## src/rtl/refresh_pkg.sv

```systemverilog
package refresh_pkg;
  // Cycle count of one refresh period for a given selector value.
  function automatic int unsigned period_of(input int unsigned base, input int unsigned sel);
    return base << sel;
  endfunction
endpackage

```

## src/rtl/rs_mode_reg.sv

```systemverilog
module rs_mode_reg #(
  parameter int SEL_W = 3
) (
  input  logic             clk,
  input  logic             rst,
  input  logic             cfg_we,
  input  logic             cfg_en,
  input  logic [SEL_W-1:0] cfg_sel,
  output logic             en_q,
  output logic [SEL_W-1:0] sel_q,
  output logic             start,
  output logic             stop
);
  // The start pulse fires on the write that turns refresh on. The timer loads
  // from sel_q, which still holds the selector from before this write.
  assign start = cfg_we && cfg_en && !en_q;
  assign stop  = cfg_we && !cfg_en;

  always_ff @(posedge clk) begin
    if (rst) begin
      en_q  <= 1'b0;
      sel_q <= '0;
    end else if (cfg_we) begin
      en_q  <= cfg_en;
      sel_q <= cfg_sel;
    end
  end
endmodule

```

## src/rtl/rs_interval_lut.sv

```systemverilog
module rs_interval_lut #(
  parameter int SEL_W    = 3,
  parameter int BASE_CYC = 8,
  parameter int CNT_W    = 10
) (
  input  logic [SEL_W-1:0] sel,
  output logic [CNT_W-1:0] reload
);
  import refresh_pkg::*;
  localparam int N_SEL = 2 ** SEL_W;

  logic [CNT_W-1:0] tbl [N_SEL];

  // Each entry holds period - 1, because the counter counts down to zero inclusive.
  for (genvar i = 0; i < N_SEL; i++) begin : g_entry
    assign tbl[i] = CNT_W'(period_of(BASE_CYC, i) - 1);
  end

  assign reload = tbl[sel];
endmodule

```

## src/rtl/rs_period_timer.sv

```systemverilog
module rs_period_timer #(
  parameter int SEL_W = 3,
  parameter int CNT_W = 10
) (
  input  logic             clk,
  input  logic             rst,
  input  logic             en_q,
  input  logic             start,
  input  logic             stop,
  input  logic [CNT_W-1:0] reload,
  input  logic [SEL_W-1:0] sel_q,
  output logic             expire,
  output logic [SEL_W-1:0] active_sel
);
  logic [CNT_W-1:0] cnt;
  logic             run;

  // A disabling write freezes the counter on the same edge.
  assign run    = en_q && !stop;
  assign expire = run && (cnt == '0);

  always_ff @(posedge clk) begin
    if (rst) begin
      cnt        <= '0;
      active_sel <= '0;
    end else if (start || expire) begin
      // Both the first load and every reload read the stored selector.
      cnt        <= reload;
      active_sel <= sel_q;
    end else if (run) begin
      cnt <= cnt - 1'b1;
    end
  end
endmodule

```

## src/rtl/rs_req_hold.sv

```systemverilog
module rs_req_hold (
  input  logic clk,
  input  logic rst,
  input  logic stop,
  input  logic expire,
  input  logic ack,
  output logic req
);
  // Priority, highest first: disable, then new expiry, then acknowledge.
  always_ff @(posedge clk) begin
    if (rst)         req <= 1'b0;
    else if (stop)   req <= 1'b0;
    else if (expire) req <= 1'b1;
    else if (ack)    req <= 1'b0;
  end
endmodule

```

## src/rtl/refresh_sched.sv

```systemverilog
module refresh_sched #(
  parameter int SEL_W    = 3,
  parameter int BASE_CYC = 8
) (
  input  logic             clk,
  input  logic             rst,
  input  logic             cfg_we,
  input  logic             cfg_en,
  input  logic [SEL_W-1:0] cfg_sel,
  output logic             refresh_req,
  input  logic             refresh_ack,
  output logic [SEL_W-1:0] active_sel
);
  localparam int MAX_PERIOD = BASE_CYC << (2 ** SEL_W - 1);
  localparam int CNT_W      = $clog2(MAX_PERIOD);

  logic             mode_en;
  logic [SEL_W-1:0] mode_sel;
  logic             mode_start;
  logic             mode_stop;
  logic [CNT_W-1:0] lut_reload;
  logic             tmr_expire;

  rs_mode_reg #(.SEL_W(SEL_W)) u_mode (
    .clk(clk), .rst(rst), .cfg_we(cfg_we), .cfg_en(cfg_en), .cfg_sel(cfg_sel),
    .en_q(mode_en), .sel_q(mode_sel), .start(mode_start), .stop(mode_stop)
  );

  rs_interval_lut #(.SEL_W(SEL_W), .BASE_CYC(BASE_CYC), .CNT_W(CNT_W)) u_lut (
    .sel(mode_sel), .reload(lut_reload)
  );

  rs_period_timer #(.SEL_W(SEL_W), .CNT_W(CNT_W)) u_tmr (
    .clk(clk), .rst(rst), .en_q(mode_en), .start(mode_start), .stop(mode_stop),
    .reload(lut_reload), .sel_q(mode_sel), .expire(tmr_expire), .active_sel(active_sel)
  );

  rs_req_hold u_req (
    .clk(clk), .rst(rst), .stop(mode_stop), .expire(tmr_expire),
    .ack(refresh_ack), .req(refresh_req)
  );
endmodule

```

## config.mk

```make
export PLATFORM = sky130hd
export DESIGN_NAME = refresh_sched
export DESIGN_NICKNAME = d
export VERILOG_FILES = /design/src/rtl/refresh_pkg.sv /design/src/rtl/rs_mode_reg.sv /design/src/rtl/rs_interval_lut.sv /design/src/rtl/rs_period_timer.sv /design/src/rtl/rs_req_hold.sv /design/src/rtl/refresh_sched.sv
export SDC_FILE = /design/constraint.sdc
export NUM_CORES = 1
export LEC_CHECK = 0
export BUFFER_PORTS_ARGS = -buffer_cell sky130_fd_sc_hd__buf_2
export CORE_ASPECT_RATIO = 0.9
export CORE_UTILIZATION = 50
export DETAILED_ROUTE_END_ITERATION = 12
export GPL_TIMING_DRIVEN = 0
export HOLD_SLACK_MARGIN = 0.02
export PLACE_DENSITY = 0.82
export SYNTH_ARGS = -nofsm -noshare
export SYNTH_HDL_FRONTEND = slang
export SYNTH_SLANG_ARGS = --single-unit
export TNS_END_PERCENT = 10
```

## constraint.sdc

```tcl
create_clock -name clk -period 1.8 [get_ports clk]
set_clock_uncertainty 0.1 [all_clocks]
set_input_delay 0.09 -clock clk [delete_from_list [all_inputs] [get_ports clk]]
set_output_delay 0.09 -clock clk [all_outputs]
set_load 0.05 [all_outputs]
```

==> reports/results.txt, run 1 <==
Critical path start-end classification -> register to register
Vias in the first global route -> 853
Clock Latency Late Sink -> 0.30 ns
Final Util -> 0.689
GRT Residual Overflow -> 0
Multi-input logic area -> 604 µm²
Sw Pwr -> 0.360 mW
Area of the mapped netlist -> 987 µm²
DR vias/cell -> 6.06
H-tree Lvls -> 1
Status -> complete, but fails checks
Worst path bufs/invs -> 1
Most frequent cells in the layout -> dfxtp_1, nor2_1, nand2_1, buf_2, a21oi_1
Layout area overhead -> 22.3%
Hold Crit Class -> input port to register
Final WL -> 2380 µm
Crit path max-delay cell type -> or3_4
Final worst setup slack -> -0.149 ns
Final setup viols -> 13
Worst-Margin Slew -> 0.820 ns
CTS tree -> yes
Initial antenna violation count -> 0
CP Max Fanout -> 10
Met2 routed WL -> 1050 µm
Fin crit share -> 1.08
TNS Setup -> -0.914 ns
Clock sinks -> 18
Gate count after technology mapping -> 115
Gr usage total -> 0.236
Ys async rst share -> 0
Register Area -> 364 µm²
Syn_area_per_cell -> 8.58 µm²
Worst VDD drop -> 0.552 mV
Layout cells sized above 1 -> 0.250
Cell row count -> 14
Most used cell, CP -> or3_4
Top sig layer -> met4
Power Total -> 1.08 mW
Largest net degree at the start of global routing -> 11
Clk pwr share -> 0.240
Reg power frac -> 0.441
Highest clock rate -> 513 MHz
Wire length per cell -> 14.9 µm
Number of antenna-violating nets in the routed design -> 0
EDFF count, synth -> 0
Synthesis Warnings -> 0
Reg clk slew, reported paths -> 0.11 ns
CP max stage delay -> 0.38 ns
Post-DP HPWL -> 1510 µm
Critical Path, Cell by Cell -> or3_4 -> or3_4 -> o21a_1 -> buf_6 -> o2bb2ai_2 -> a311oi_2
Metal3 WL -> 202 µm
Die area -> 2160 µm²
Pleak -> 0.467 nW
Pwr per Cell Area -> 893 nW/µm²
Routed via count -> 969
Max_cap viols -> 0
Failing checks -> negative setup slack
Fill count -> 142
Nets -> 147
Num CTS Buffers -> 3
Pins over their slew limit -> 0
Met1 WL -> 1080 µm
Arr. time, crit path -> 2.07 ns
Int Power -> 0.718 mW
RSZ-0062 raised after global routing -> true
Die width -> 48.8 µm
Commonest non-fill, non-tap cell in the layout -> dfxtp_1
Endpoints failing hold -> 0
Comb power frac -> 0.320
CP required -> 1.92 ns
CTS Buffer Depth -> 2
Routability Congestion -> 0.925
Port Buf Inserts -> 10
DIE HEIGHT -> 44.2 µm
Initial Util -> 0.564
Drt pass-1 iters -> 4
Post-synthesis net count -> 125
Synth Flop Type -> dfxtp_1
Detailed Route Iter0 Violations -> 65
Root Buffer -> clkbuf_4
CORE AREA -> 1750 µm²
Seq/Total Area, Yosys -> 0.365
Unique cell type count in the Yosys netlist -> 39
Worst setup SP type -> register
Post-layout min period -> 1.95 ns
Headroom to the max-slew limit -> 0.438
#FFs+latches synth -> 18
Residual DRC -> 0
Global-route wire length before repair -> 3870 µm
Ports -> 12
Crit path capture type -> register
Antenna Cells -> 0
CP top delay family -> simple AND/OR/NAND/NOR gates
Sw frac -> 0.334
-- metal layers --
| metal | track usage | vias up |
|---|---|---|
| li1 | - | 465 |
| met5 | 0 | - |
| met2 | 0.375 | 53 |
| met3 | 0.0447 | 7 |
| met4 | 0.100 | 0 |
| met1 | 0.318 | 444 |
-- through the flow --
step	setup slack [ns]	cell area (µm²)	hold WS, ns	std cells
2_1_floorplan	-0.0669	987	0.137	115
5_1_grt	-0.170	1210	0.0287	160
4_1_cts	-0.126	1190	0.0248	160
6_report	-0.149	1210	0.0144	160
3_5_place_dp	-0.205	1070	0.235	149
3_3_place_gp	-0.172	1070	0.224	149
-- logic make-up after synthesis --
family | count (synthesis) | synth area share
multiplexers | 5 | 0.0520
AO/OA/AOI/OAI | 33 | 0.246
adder cells (fa/ha/maj) | 2 | 0.0253
flip-flops | 18 | 0.365
buffers and inverters | 11 | 0.0532
AND/OR/NAND/NOR | 46 | 0.259
-- synth_stat cells, drive strengths merged, types with 2 or more instances --
cell / instances / area [µm²]
a211oi: 3 / 27.5
a21oi: 7 / 35.0
a311oi: 2 / 23.8
and3b: 2 / 17.5
buf: 2 / 18.8
clkbuf: 5 / 18.8
dfxtp: 18 / 360
ha: 2 / 25.0
inv: 4 / 15.0
mux2i: 4 / 40.0
nand2: 10 / 37.5
nand3b: 3 / 22.5
nand4: 4 / 25.0
nor2: 11 / 41.3
nor2b: 4 / 25.0
nor3: 3 / 15.0
nor4b: 2 / 17.5
o211ai: 3 / 22.5
o21ai: 7 / 38.8
o22ai: 2 / 12.5
or3: 4 / 35.0
-- cell type report --
class	instances	share of cell area
flip-flops and latches	18	0.302
well taps	24	0.0249
plain buffers	7	0.0342
clock buffers	4	0.0301
repair buffers	17	0.0964
multi-input cells	86	0.501
inverters	4	0.0124
-- state kept, by name, indices dropped and copies added, names as in the netlist --
| name | flops |
|---|---|
| u_mode.en_q | 1 |
| u_mode.sel_q | 3 |
| u_req.req | 1 |
| u_tmr.active_sel | 3 |
| u_tmr.cnt | 10 |
-- repair_timing --
item	CTS	global route
endpoints found under the setup margin	13	13
hold endpoints to repair	4	0
cloned	0	0
resized for setup	9	2
hold buffers	4	0
buffers inserted	3	0
pin swaps	7	1
-- power groups by stage --
stage / logic (mW) / registers [mW] / clock network (mW)
6_report: 0.344 / 0.475 / 0.258
5_1_grt: 0.369 / 0.479 / 0.272
4_1_cts: 0.328 / 0.469 / 0.255
3_5_place_dp: 0.290 / 0.474 / 0
3_3_place_gp: 0.281 / 0.472 / 0
2_1_floorplan: 0.225 / 0.475 / 0
-- worst min-delay path: stages --
cell	delay, ns
buf_2	0.07
o22ai_1	0.06
and3b_1	0.16
-- final timing paths --
path                                          start             endpoint  slack (ns)  depth (start not counted)
worst max-delay path                   u_tmr.cnt[6]         u_tmr.cnt[2]       -0.15                          6
worst min-delay path                    refresh_ack            u_req.req        0.01                          3
worst max register to register         u_tmr.cnt[6]         u_tmr.cnt[2]       -0.15                          6
worst min register to register  u_tmr.active_sel[2]  u_tmr.active_sel[2]        0.36                          2
Power figures use the tool's default switching activity.
==> run 2: changes to the inputs <==
--- a/config.mk
+++ b/config.mk
@@ -6,12 +6,15 @@
 export NUM_CORES = 1
 export LEC_CHECK = 0
 export BUFFER_PORTS_ARGS = -buffer_cell sky130_fd_sc_hd__buf_2
+export CELL_PAD_IN_SITES_DETAIL_PLACEMENT = 0
+export CELL_PAD_IN_SITES_GLOBAL_PLACEMENT = 2
 export CORE_ASPECT_RATIO = 0.9
-export CORE_UTILIZATION = 50
+export CORE_MARGIN = 5
+export CORE_UTILIZATION = 30
 export DETAILED_ROUTE_END_ITERATION = 12
 export GPL_TIMING_DRIVEN = 0
 export HOLD_SLACK_MARGIN = 0.02
-export PLACE_DENSITY = 0.82
+export PLACE_DENSITY = 0.81
 export SYNTH_ARGS = -nofsm -noshare
 export SYNTH_HDL_FRONTEND = slang
 export SYNTH_SLANG_ARGS = --single-unit
==> reports/results.txt, run 2 (synthesis gave the netlist of run 1 again) <==
Final worst setup slack -> -0.131 ns
Critical path start-end classification -> register to register
Final WL -> 2420 µm
CTS Buffer Depth -> 2
Endpoints failing hold -> 0
Hold Crit Class -> input port to register
CORE AREA -> 3110 µm²
RSZ-0062 raised after global routing -> true
Pwr per Cell Area -> 935 nW/µm²
Root Buffer -> clkbuf_8
CP max stage delay -> 0.41 ns
Layout area overhead -> 22.9%
Largest net degree at the start of global routing -> 11
Routed via count -> 902
Residual DRC -> 0
DR vias/cell -> 5.15
Pleak -> 0.462 nW
Post-DP HPWL -> 1720 µm
Arr. time, crit path -> 2.01 ns
Critical Path, Cell by Cell -> or3_4 -> or3_4 -> o21a_1 -> buf_6 -> o2bb2ai_2 -> a311oi_2
Global-route wire length before repair -> 4090 µm
Die area -> 4540 µm²
Post-layout min period -> 1.93 ns
Reg power frac -> 0.415
Worst-Margin Slew -> 0.827 ns
CTS tree -> yes
Gr usage total -> 0.113
Commonest non-fill, non-tap cell in the layout -> dfxtp_1
Max_cap viols -> 0
Critical R2R Launch -> u_tmr.cnt[7]
Detailed Route Iter0 Violations -> 33
CP required -> 1.88 ns
Clock Latency Late Sink -> 0.26 ns
Final setup viols -> 12
GRT Residual Overflow -> 0
Fill count -> 331
Worst VDD drop -> 0.426 mV
Reg clk slew, reported paths -> 0.08 ns
Sw frac -> 0.317
TNS Setup -> -1.04 ns
Worst path bufs/invs -> 1
Fin crit share -> 1.07
Num CTS Buffers -> 3
CP Max Fanout -> 10
Headroom to the max-slew limit -> 0.433
Met2 routed WL -> 1090 µm
Failing checks -> negative setup slack
Largest regs -> u_tmr.cnt (10), u_mode.sel_q (3), u_tmr.active_sel (3)
Routability Congestion -> 0.804
Top sig layer -> met4
Cell row count -> 19
Comb power frac -> 0.281
Vias in the first global route -> 888
Layout cells sized above 1 -> 0.241
Crit path capture type -> register
Most frequent cells in the layout -> dfxtp_1, nor2_1, nand2_1, buf_2, a21oi_1
Met1 WL -> 1200 µm
Number of antenna-violating nets in the routed design -> 0
Most used cell, CP -> or3_4
Drt pass-1 iters -> 4
Int Power -> 0.775 mW
Hold Startpoint -> rst
Worst setup SP type -> register
Port Buf Inserts -> 10
Crit path max-delay cell type -> or3_4
Final Util -> 0.390
Initial antenna violation count -> 0
Initial Util -> 0.317
Top reg by flops -> u_tmr.cnt
Max reg flops -> 10
DP Worst Slack -> -0.232 ns
Power Total -> 1.14 mW
Metal3 WL -> 114 µm
Antenna Cells -> 0
Pins over their slew limit -> 0
Sw Pwr -> 0.360 mW
Highest clock rate -> 518 MHz
Die width -> 70.5 µm
Clk pwr share -> 0.304
Ports -> 12
H-tree Lvls -> 1
DIE HEIGHT -> 64.4 µm
CP top delay family -> simple AND/OR/NAND/NOR gates
Clock sinks -> 18
Start point of the critical path -> u_tmr.cnt[7]
Nets -> 144
Wire length per cell -> 13.9 µm
Status -> complete, but fails checks
## run 2: power groups by stage
stage | sequential (mW) | combinational [mW] | clock, mW
floorplan | 0.475 | 0.225 | 0
global placement | 0.472 | 0.294 | 0
detailed placement | 0.474 | 0.296 | 0
CTS | 0.469 | 0.318 | 0.358
global route | 0.477 | 0.350 | 0.369
finish | 0.471 | 0.319 | 0.345
## run 2: worst min-delay path: stages
cell	delay [ns]
buf_2	0.09
nor2b_1	0.04
o21ai_0	0.07
o211ai_1	0.08
## run 2: worst paths after layout
check | to | slack (ns) | cells past startpoint
setup / recovery | u_tmr.cnt[2] | -0.13 | 6
hold / removal | u_tmr.cnt[6] | 0.05 | 4
setup reg to reg | u_tmr.cnt[2] | -0.13 | 6
hold reg to reg | u_tmr.active_sel[1] | 0.36 | 2
## run 2: cell type report
cell class                 instances  area, µm²  share of cell area
timing repair buffer              14       87.6              0.0722
sequential                        18        364               0.300
buffer                             7       41.3              0.0340
tap                               42       52.6              0.0433
clock buffer                       4       55.1              0.0454
inverter                           4       15.0              0.0124
multi-input combinational         86        598               0.493
## run 2: per-stage QoR
| step | hold WS, ns | area, µm² | instances |
|---|---|---|---|
| 3_5_place_dp | 0.234 | 1090 | 167 |
| 2_1_floorplan | 0.137 | 987 | 115 |
| 4_1_cts | 0.0534 | 1210 | 175 |
| 6_report | 0.0531 | 1210 | 175 |
| 3_3_place_gp | 0.224 | 1090 | 167 |
| 5_1_grt | 0.0715 | 1210 | 175 |
## run 2: layer usage
| layer | vias to the layer above | track usage |
|---|---|---|
| met2 | 20 | 0.186 |
| li1 | 460 | - |
| met4 | 0 | 0.0359 |
| met5 | - | 0 |
| met1 | 418 | 0.141 |
| met3 | 4 | 0.0340 |
## run 2: timing repair
item | in CTS | in global routing
endpoints found under the hold margin | 3 | 0
endpoints found under the setup margin | 13 | 13
pin swaps | 4 | 2
hold buffers | 3 | 0
resized for setup | 8 | 1
setup buffers | 1 | 0
